File: src/rtl/segx_pkg.sv
package segx_pkg;
    typedef enum logic [1:0] {
        ACC_LOAD  = 2'b00,
        ACC_STORE = 2'b01,
        ACC_FETCH = 2'b10,
        ACC_RSVD  = 2'b11
    } acc_e;

    typedef enum logic [1:0] {
        CAUSE_NONE  = 2'b00,
        CAUSE_BOUND = 2'b01,
        CAUSE_PERM  = 2'b10
    } cause_e;

    typedef enum logic [1:0] {
        ST_IDLE  = 2'b00,
        ST_GRANT = 2'b01,
        ST_DENY  = 2'b10
    } rsp_state_e;

    localparam int PERM_W  = 3;
    localparam int PERM_RD = 0;
    localparam int PERM_WR = 1;
    localparam int PERM_EX = 2;
endpackage

File: src/rtl/segx_table.sv
module segx_table
    import segx_pkg::*;
#(
    parameter int SEG_BITS = 3,
    parameter int OFF_BITS = 12,
    parameter int PA_BITS  = 16
) (
    input  logic                clk,
    input  logic                rst_n,
    input  logic                we,
    input  logic [SEG_BITS-1:0] widx,
    input  logic [PA_BITS-1:0]  wbase,
    input  logic [OFF_BITS-1:0] wsize,
    input  logic [PERM_W-1:0]   wperm,
    input  logic [SEG_BITS-1:0] lidx,
    output logic [PA_BITS-1:0]  lbase,
    output logic [OFF_BITS-1:0] lsize,
    output logic [PERM_W-1:0]   lperm,
    input  logic [SEG_BITS-1:0] ridx,
    output logic [PA_BITS-1:0]  rbase,
    output logic [OFF_BITS-1:0] rsize,
    output logic [PERM_W-1:0]   rperm
);
    localparam int ENTRIES = 1 << SEG_BITS;

    logic [PA_BITS-1:0]  base_q [ENTRIES];
    logic [OFF_BITS-1:0] size_q [ENTRIES];
    logic [PERM_W-1:0]   perm_q [ENTRIES];

    for (genvar e = 0; e < ENTRIES; e++) begin : g_ent
        localparam logic [SEG_BITS-1:0] IDX = SEG_BITS'(e);
        always_ff @(posedge clk or negedge rst_n) begin
            if (!rst_n) begin
                base_q[e] <= '0;
                size_q[e] <= '0;
                perm_q[e] <= '0;
            end else if (we && widx == IDX) begin
                base_q[e] <= wbase;
                size_q[e] <= wsize;
                perm_q[e] <= wperm;
            end
        end
    end

    always_comb begin
        lbase = base_q[lidx];
        lsize = size_q[lidx];
        lperm = perm_q[lidx];
        rbase = base_q[ridx];
        rsize = size_q[ridx];
        rperm = perm_q[ridx];
    end


    tbl_write_chk: assert property (@(posedge clk) disable iff (!rst_n)
        we |=> (base_q[$past(widx)] == $past(wbase)) && (size_q[$past(widx)] == $past(wsize))
               && (perm_q[$past(widx)] == $past(wperm)));
endmodule

File: src/rtl/segx_check.sv
module segx_check
    import segx_pkg::*;
#(
    parameter int OFF_BITS = 12,
    parameter int PA_BITS  = 16
) (
    input  logic [OFF_BITS-1:0] off,
    input  logic [1:0]          acc,
    input  logic [PA_BITS-1:0]  base,
    input  logic [OFF_BITS-1:0] size,
    input  logic [PERM_W-1:0]   perm,
    output logic [PA_BITS-1:0]  pa,
    output cause_e              cause
);
    logic allow;

    always_comb begin
        pa = base + PA_BITS'(off);
        unique case (acc_e'(acc))
            ACC_LOAD:  allow = perm[PERM_RD];
            ACC_STORE: allow = perm[PERM_WR];
            ACC_FETCH: allow = perm[PERM_EX];
            default:   allow = 1'b0;
        endcase
        if (off > size)  cause = CAUSE_BOUND;
        else if (!allow) cause = CAUSE_PERM;
        else             cause = CAUSE_NONE;
    end
endmodule

File: src/rtl/segx_xlate.sv
module segx_xlate
    import segx_pkg::*;
#(
    parameter int SEG_BITS = 3,
    parameter int OFF_BITS = 12,
    parameter int PA_BITS  = 16,
    localparam int VA_BITS = SEG_BITS + OFF_BITS
) (
    input  logic                clk,
    input  logic                rst_n,
    input  logic                req_valid,
    input  logic [VA_BITS-1:0]  req_va,
    input  logic [1:0]          req_acc,
    input  logic                tbl_we,
    input  logic [SEG_BITS-1:0] tbl_widx,
    input  logic [PA_BITS-1:0]  tbl_wbase,
    input  logic [OFF_BITS-1:0] tbl_wsize,
    input  logic [2:0]          tbl_wperm,
    input  logic [SEG_BITS-1:0] tbl_ridx,
    output logic [PA_BITS-1:0]  tbl_rbase,
    output logic [OFF_BITS-1:0] tbl_rsize,
    output logic [2:0]          tbl_rperm,
    output logic                rsp_valid,
    output logic [PA_BITS-1:0]  rsp_pa,
    output logic                rsp_fault,
    output logic [1:0]          rsp_cause
);
    logic [SEG_BITS-1:0] seg;
    logic [OFF_BITS-1:0] off;
    logic [PA_BITS-1:0]  ent_base;
    logic [OFF_BITS-1:0] ent_size;
    logic [PERM_W-1:0]   ent_perm;
    logic [PA_BITS-1:0]  calc_pa;
    cause_e              calc_cause;

    rsp_state_e          state_q, state_d;
    logic [PA_BITS-1:0]  pa_q;
    cause_e              cause_q;

    assign seg = req_va[VA_BITS-1:OFF_BITS];
    assign off = req_va[OFF_BITS-1:0];

    segx_table #(.SEG_BITS(SEG_BITS), .OFF_BITS(OFF_BITS), .PA_BITS(PA_BITS)) u_table (
        .clk(clk), .rst_n(rst_n),
        .we(tbl_we), .widx(tbl_widx), .wbase(tbl_wbase), .wsize(tbl_wsize), .wperm(tbl_wperm),
        .lidx(seg), .lbase(ent_base), .lsize(ent_size), .lperm(ent_perm),
        .ridx(tbl_ridx), .rbase(tbl_rbase), .rsize(tbl_rsize), .rperm(tbl_rperm)
    );

    segx_check #(.OFF_BITS(OFF_BITS), .PA_BITS(PA_BITS)) u_check (
        .off(off), .acc(req_acc), .base(ent_base), .size(ent_size), .perm(ent_perm),
        .pa(calc_pa), .cause(calc_cause)
    );

    always_comb begin
        if (!req_valid)                    state_d = ST_IDLE;
        else if (calc_cause != CAUSE_NONE) state_d = ST_DENY;
        else                               state_d = ST_GRANT;
    end

    always_ff @(posedge clk or negedge rst_n) begin
        if (!rst_n) begin
            state_q <= ST_IDLE;
            pa_q    <= '0;
            cause_q <= CAUSE_NONE;
        end else begin
            state_q <= state_d;
            pa_q    <= (state_d == ST_GRANT) ? calc_pa : '0;
            cause_q <= req_valid ? calc_cause : CAUSE_NONE;
        end
    end

    always_comb begin
        rsp_pa    = pa_q;
        rsp_cause = cause_q;
        unique case (state_q)
            ST_GRANT: begin rsp_valid = 1'b1; rsp_fault = 1'b0; end
            ST_DENY:  begin rsp_valid = 1'b1; rsp_fault = 1'b1; end
            default:  begin rsp_valid = 1'b0; rsp_fault = 1'b0; end
        endcase
    end


    rsp_follows_req_chk: assert property (@(posedge clk) disable iff (!rst_n)
        1'b1 |=> rsp_valid == $past(req_valid));


    ok_cause_none_chk: assert property (@(posedge clk) disable iff (!rst_n)
        (rsp_valid && !rsp_fault) |-> rsp_cause == CAUSE_NONE);


    fault_pa_zero_chk: assert property (@(posedge clk) disable iff (!rst_n)
        rsp_fault |-> (rsp_pa == '0) && (rsp_cause != CAUSE_NONE));


    bound_wins_chk: assert property (@(posedge clk) disable iff (!rst_n)
        (req_valid && off > ent_size) |=> rsp_fault && rsp_cause == CAUSE_BOUND);


    rsvd_acc_chk: assert property (@(posedge clk) disable iff (!rst_n)
        (req_valid && req_acc == 2'b11) |=> rsp_fault);
endmodule

File: config.mk
export PLATFORM = sky130hd
export DESIGN_NAME = segx_xlate
export DESIGN_NICKNAME = d
export VERILOG_FILES = /design/src/rtl/segx_pkg.sv /design/src/rtl/segx_table.sv /design/src/rtl/segx_check.sv /design/src/rtl/segx_xlate.sv
export SDC_FILE = /design/constraint.sdc
export NUM_CORES = 1
export LEC_CHECK = 0
export BUFFER_PORTS_ARGS = -buffer_cell sky130_fd_sc_hd__buf_4
export CORE_MARGIN = 2
export CORE_UTILIZATION = 47
export CTS_BUF_LIST = sky130_fd_sc_hd__clkbuf_16
export DETAILED_ROUTE_END_ITERATION = 10
export PLACE_DENSITY = 0.68
export SLEW_MARGIN = 20
export SYNTH_ARGS = -nofsm -noshare
export SYNTH_HDL_FRONTEND = slang
export SYNTH_SLANG_ARGS = --single-unit
File: constraint.sdc
create_clock -name clk -period 3.06 [get_ports clk]
set_input_delay 0.612 -clock clk [delete_from_list [all_inputs] [get_ports clk]]
set_output_delay 0.612 -clock clk [all_outputs]
set_load 0.005 [all_outputs]
==> flow_summary.yaml <==
outcome:
  run_status: "finished clean"
yosys:
  yosys-top-cells-area: "dfrtp_1 47%, mux2_2 22%, mux4_2 19%"
  syn_area_sq_um: 14380
  synth_area_leader_cell: "dfrtp_1"
  synth_top_area_share_pct: 46.65
  yosysSeqAreaShare_pct: 46.65
  synth-edff-count: 0
  yosys_warnings: 0
  syn_inst: 908
  synthDistinctLibCells: 46
  ys_async_sr_fraction_pct: 100.0
  synth_nets: 992
  ys.flop_type: "dfrtp_1"
  syn_avg_cell_area_sq_um: 15.83
  ys_ff_latch: 268
global_route:
  grt_overflow: 0
  antenna_found_initial: 1
  grt_pass1_wl_microns: 55230
  track_usage_pct: 23.06
  grt_pass1_vias: 9365
  grt_max_degree: 75
die:
  die_area_sq_um: 32010
  die_h_microns: 178.9
  start_util_pct: 47.37
  io_pins: 109
  num_rows: 64
  fp.dieW_microns: 178.9
  coreArea_sq_um: 30350
timing:
  fin_crit_ns: 2.912
  fin_skew_ns: 0.005552
  fin_tns_setup_ns: 0
  hold_viol: 0
  fin_ws_ns: 0.1479
  setup_viol: 0
  maxSlewViolCount: 0
  slew_headroom_pct: 55.91
  max_freq_ghz: 0.3434
  finalCritPeriodShare_pct: 95.17
  worst_slew_pin_slew_ns: 0.6614
  rsz0062_at_grt: "no"
routing:
  drcViolationCount: 0
  viasPerCell: 5.992
  wl_per_cell_microns: 23.88
  ant_nets: 0
  via_count: 8934
  drtPass1Iterations: 4
  drt_wl_total_microns: 35600
  drtIter0Drc: 610
clock_network:
  path_clk_slew_ns: 0.06
  cts-root-buf: "clkbuf_16"
  clk_path_buf_depth: 3
  clock_latency_ns: 0.55
  numClockSinks: 268
  htreeDepth: 1
  numCtsBuffers: 30
  cts_tree: "yes"
setup_path:
  required_ns: 3.53
  r2r-end: "rsp_pa[8]$_DFF_PN0_"
  crit_path_start_kind: "input port"
  arrival_ns: 3.39
  path_cells: "buf_4, buf_12, mux4_2, mux2i_1, ha_1, o21ai_0, nor2_1, o41ai_4, nand3_4, buf_4, nor2_1"
  cp_slowest_stage_delay_ns: 0.52
  crit_slowest_cell: "mux4_2"
  crit_fanout: 14
  regToRegStartpoint: "u_table.base_q[0]$_DFFE_PN0P_"
  regToRegSetupSlack_ns: 0.16
  rr_worst_depth: 10
  cp-end-kind: "flop"
  crit_type: "input port to flop"
place:
  portBuffers: 108
  pre_cts_ws_ns: -0.4132
  place_inst: 1435
  dp_hpwl_microns: 22810
  gp_congestion: 0.8662
  place_area_sq_um: 16300
flow_run:
  maxCapViolations: 0
layout:
  area_delta_synth_final_pct: 19.94
  final_cell_mix: "280 x mux2_2, 268 x dfrtp_1, 173 x buf_4"
  stdcell_area_sq_um: 17240
  drive_above_1_share_pct: 59.32
  fin_nets: 1155
  final_common_cell: "mux2_2"
  instances_no_fill: 1491
pwr:
  leakagePower_uw: 0.007371
  power_uw: 11610
  peakVddDrop_v: 0.0005260
  powerDensity_nw_per_um2: 673.6
min_path:
  min-delay-path-class: "input port to asynchronous set/reset pin"
[metal layers]
metal	track usage (%)	part of all wire, %	vias up
met5	0	0	-
met4	4.573	1.4	0
met3	3.244	4.9	39
met2	36.43	48	215
met1	34.36	46	4799
li1	-	-	3881
[state kept, by name, summed over array words and instances, names as in the netlist]
name / count
u_table.size_q: 96
u_table.perm_q: 24
rsp_cause: 2
state_q: 2
u_table.base_q: 128
rsp_pa: 16
[power by group]
group | switching (uW) | internal, uW | leakage, uW | total, uW
sequential | 526 | 4320 | 0.00325 | 4850
combinational | 1280 | 2090 | 0.00365 | 3370
clock | 1420 | 1980 | 0.000474 | 3400
[how the worst max path moves through the flow]
| stage | from | slack, ns | endpoint | cells after the start |
|---|---|---|---|---|
| 5_1_grt | u_table.base_q[64]$_DFFE_PN0P_ | 0.004 | rsp_pa[10]$_DFF_PN0_ | 10 |
| 3_3_place_gp | req_va[12] | -0.32 | rsp_pa[14]$_DFF_PN0_ | 12 |
| 2_1_floorplan | req_va[12] | -0.10 | rsp_pa[10]$_DFF_PN0_ | 12 |
| 3_5_place_dp | req_va[12] | -0.41 | rsp_pa[12]$_DFF_PN0_ | 11 |
| 6_report | req_va[12] | 0.15 | rsp_pa[12]$_DFF_PN0_ | 11 |
| 4_1_cts | req_va[12] | 0.16 | rsp_pa[12]$_DFF_PN0_ | 11 |
[metrics by stage]
step	util, %	hold WS [ns]
after CTS	56.79	0.05546
after floorplan	-	0.3164
after global routing	56.82	0.06949
after detailed placement	53.72	0.4988
final	56.82	0.02143
after global placement	53.72	0.4834
[timing repair]
item | 4_1_cts | 5_1_grt
endpoints found under the setup margin | 0 | 2
buffers inserted | 0 | 0
resized for setup | 0 | 2
hold buffers | 0 | 0
[cells by family after synthesis]
kind of cell / synth area share (%)
AO/OA/AOI/OAI: 2.419
XOR/XNOR: 0.5482
adder cells (fa/ha/maj): 2.315
buffers and inverters: 2.263
flip-flops: 46.65
AND/OR/NAND/NOR: 1.949
multiplexers: 43.86
[final cells by class]
class / count / area, sq um
Fill cell: 2413 / 13110
Multi-Input combinational cell: 570 / 7401
Sequential cell: 268 / 6706
Timing Repair Buffer: 192 / 1674
Clock buffer: 31 / 775.7
Tap cell: 396 / 495.5
Clock inverter: 24 / 155.1
Inverter: 9 / 33.78
Antenna cell: 1 / 2.502
[synthesized netlist by cell type (2+ instances only)]
| library cell | number |
|---|---|
| o211ai_1 | 3 |
| buf_6 | 4 |
| nand4_1 | 6 |
| a211oi_1 | 2 |
| nand4b_1 | 3 |
| mux2_1 | 11 |
| mux2i_1 | 17 |
| clkbuf_1 | 17 |
| xor2_1 | 5 |
| nor2_1 | 18 |
| ha_1 | 25 |
| nand2_1 | 4 |
| nor3_1 | 8 |
| o21a_1 | 4 |
| mux4_1 | 5 |
| xnor2_1 | 4 |
| nor3b_1 | 3 |
| dfrtp_1 | 268 |
| o21ai_0 | 7 |
| buf_2 | 23 |
| o41ai_4 | 2 |
| buf_1 | 16 |
| inv_1 | 8 |
| a21oi_1 | 17 |
| mux2_2 | 281 |
| mux4_2 | 119 |
| a21o_1 | 6 |
| nand3_1 | 4 |
[critical path: cells and delay by family]
family / cells / cell delay [ns]
fa+ha+maj: 1 / 0.31
simple gates: 3 / 0.45
compound gates: 2 / 0.60
buf+inv: 3 / 0.59
mux: 2 / 0.82
No activity file was read; power rests on OpenSTA's default activity.
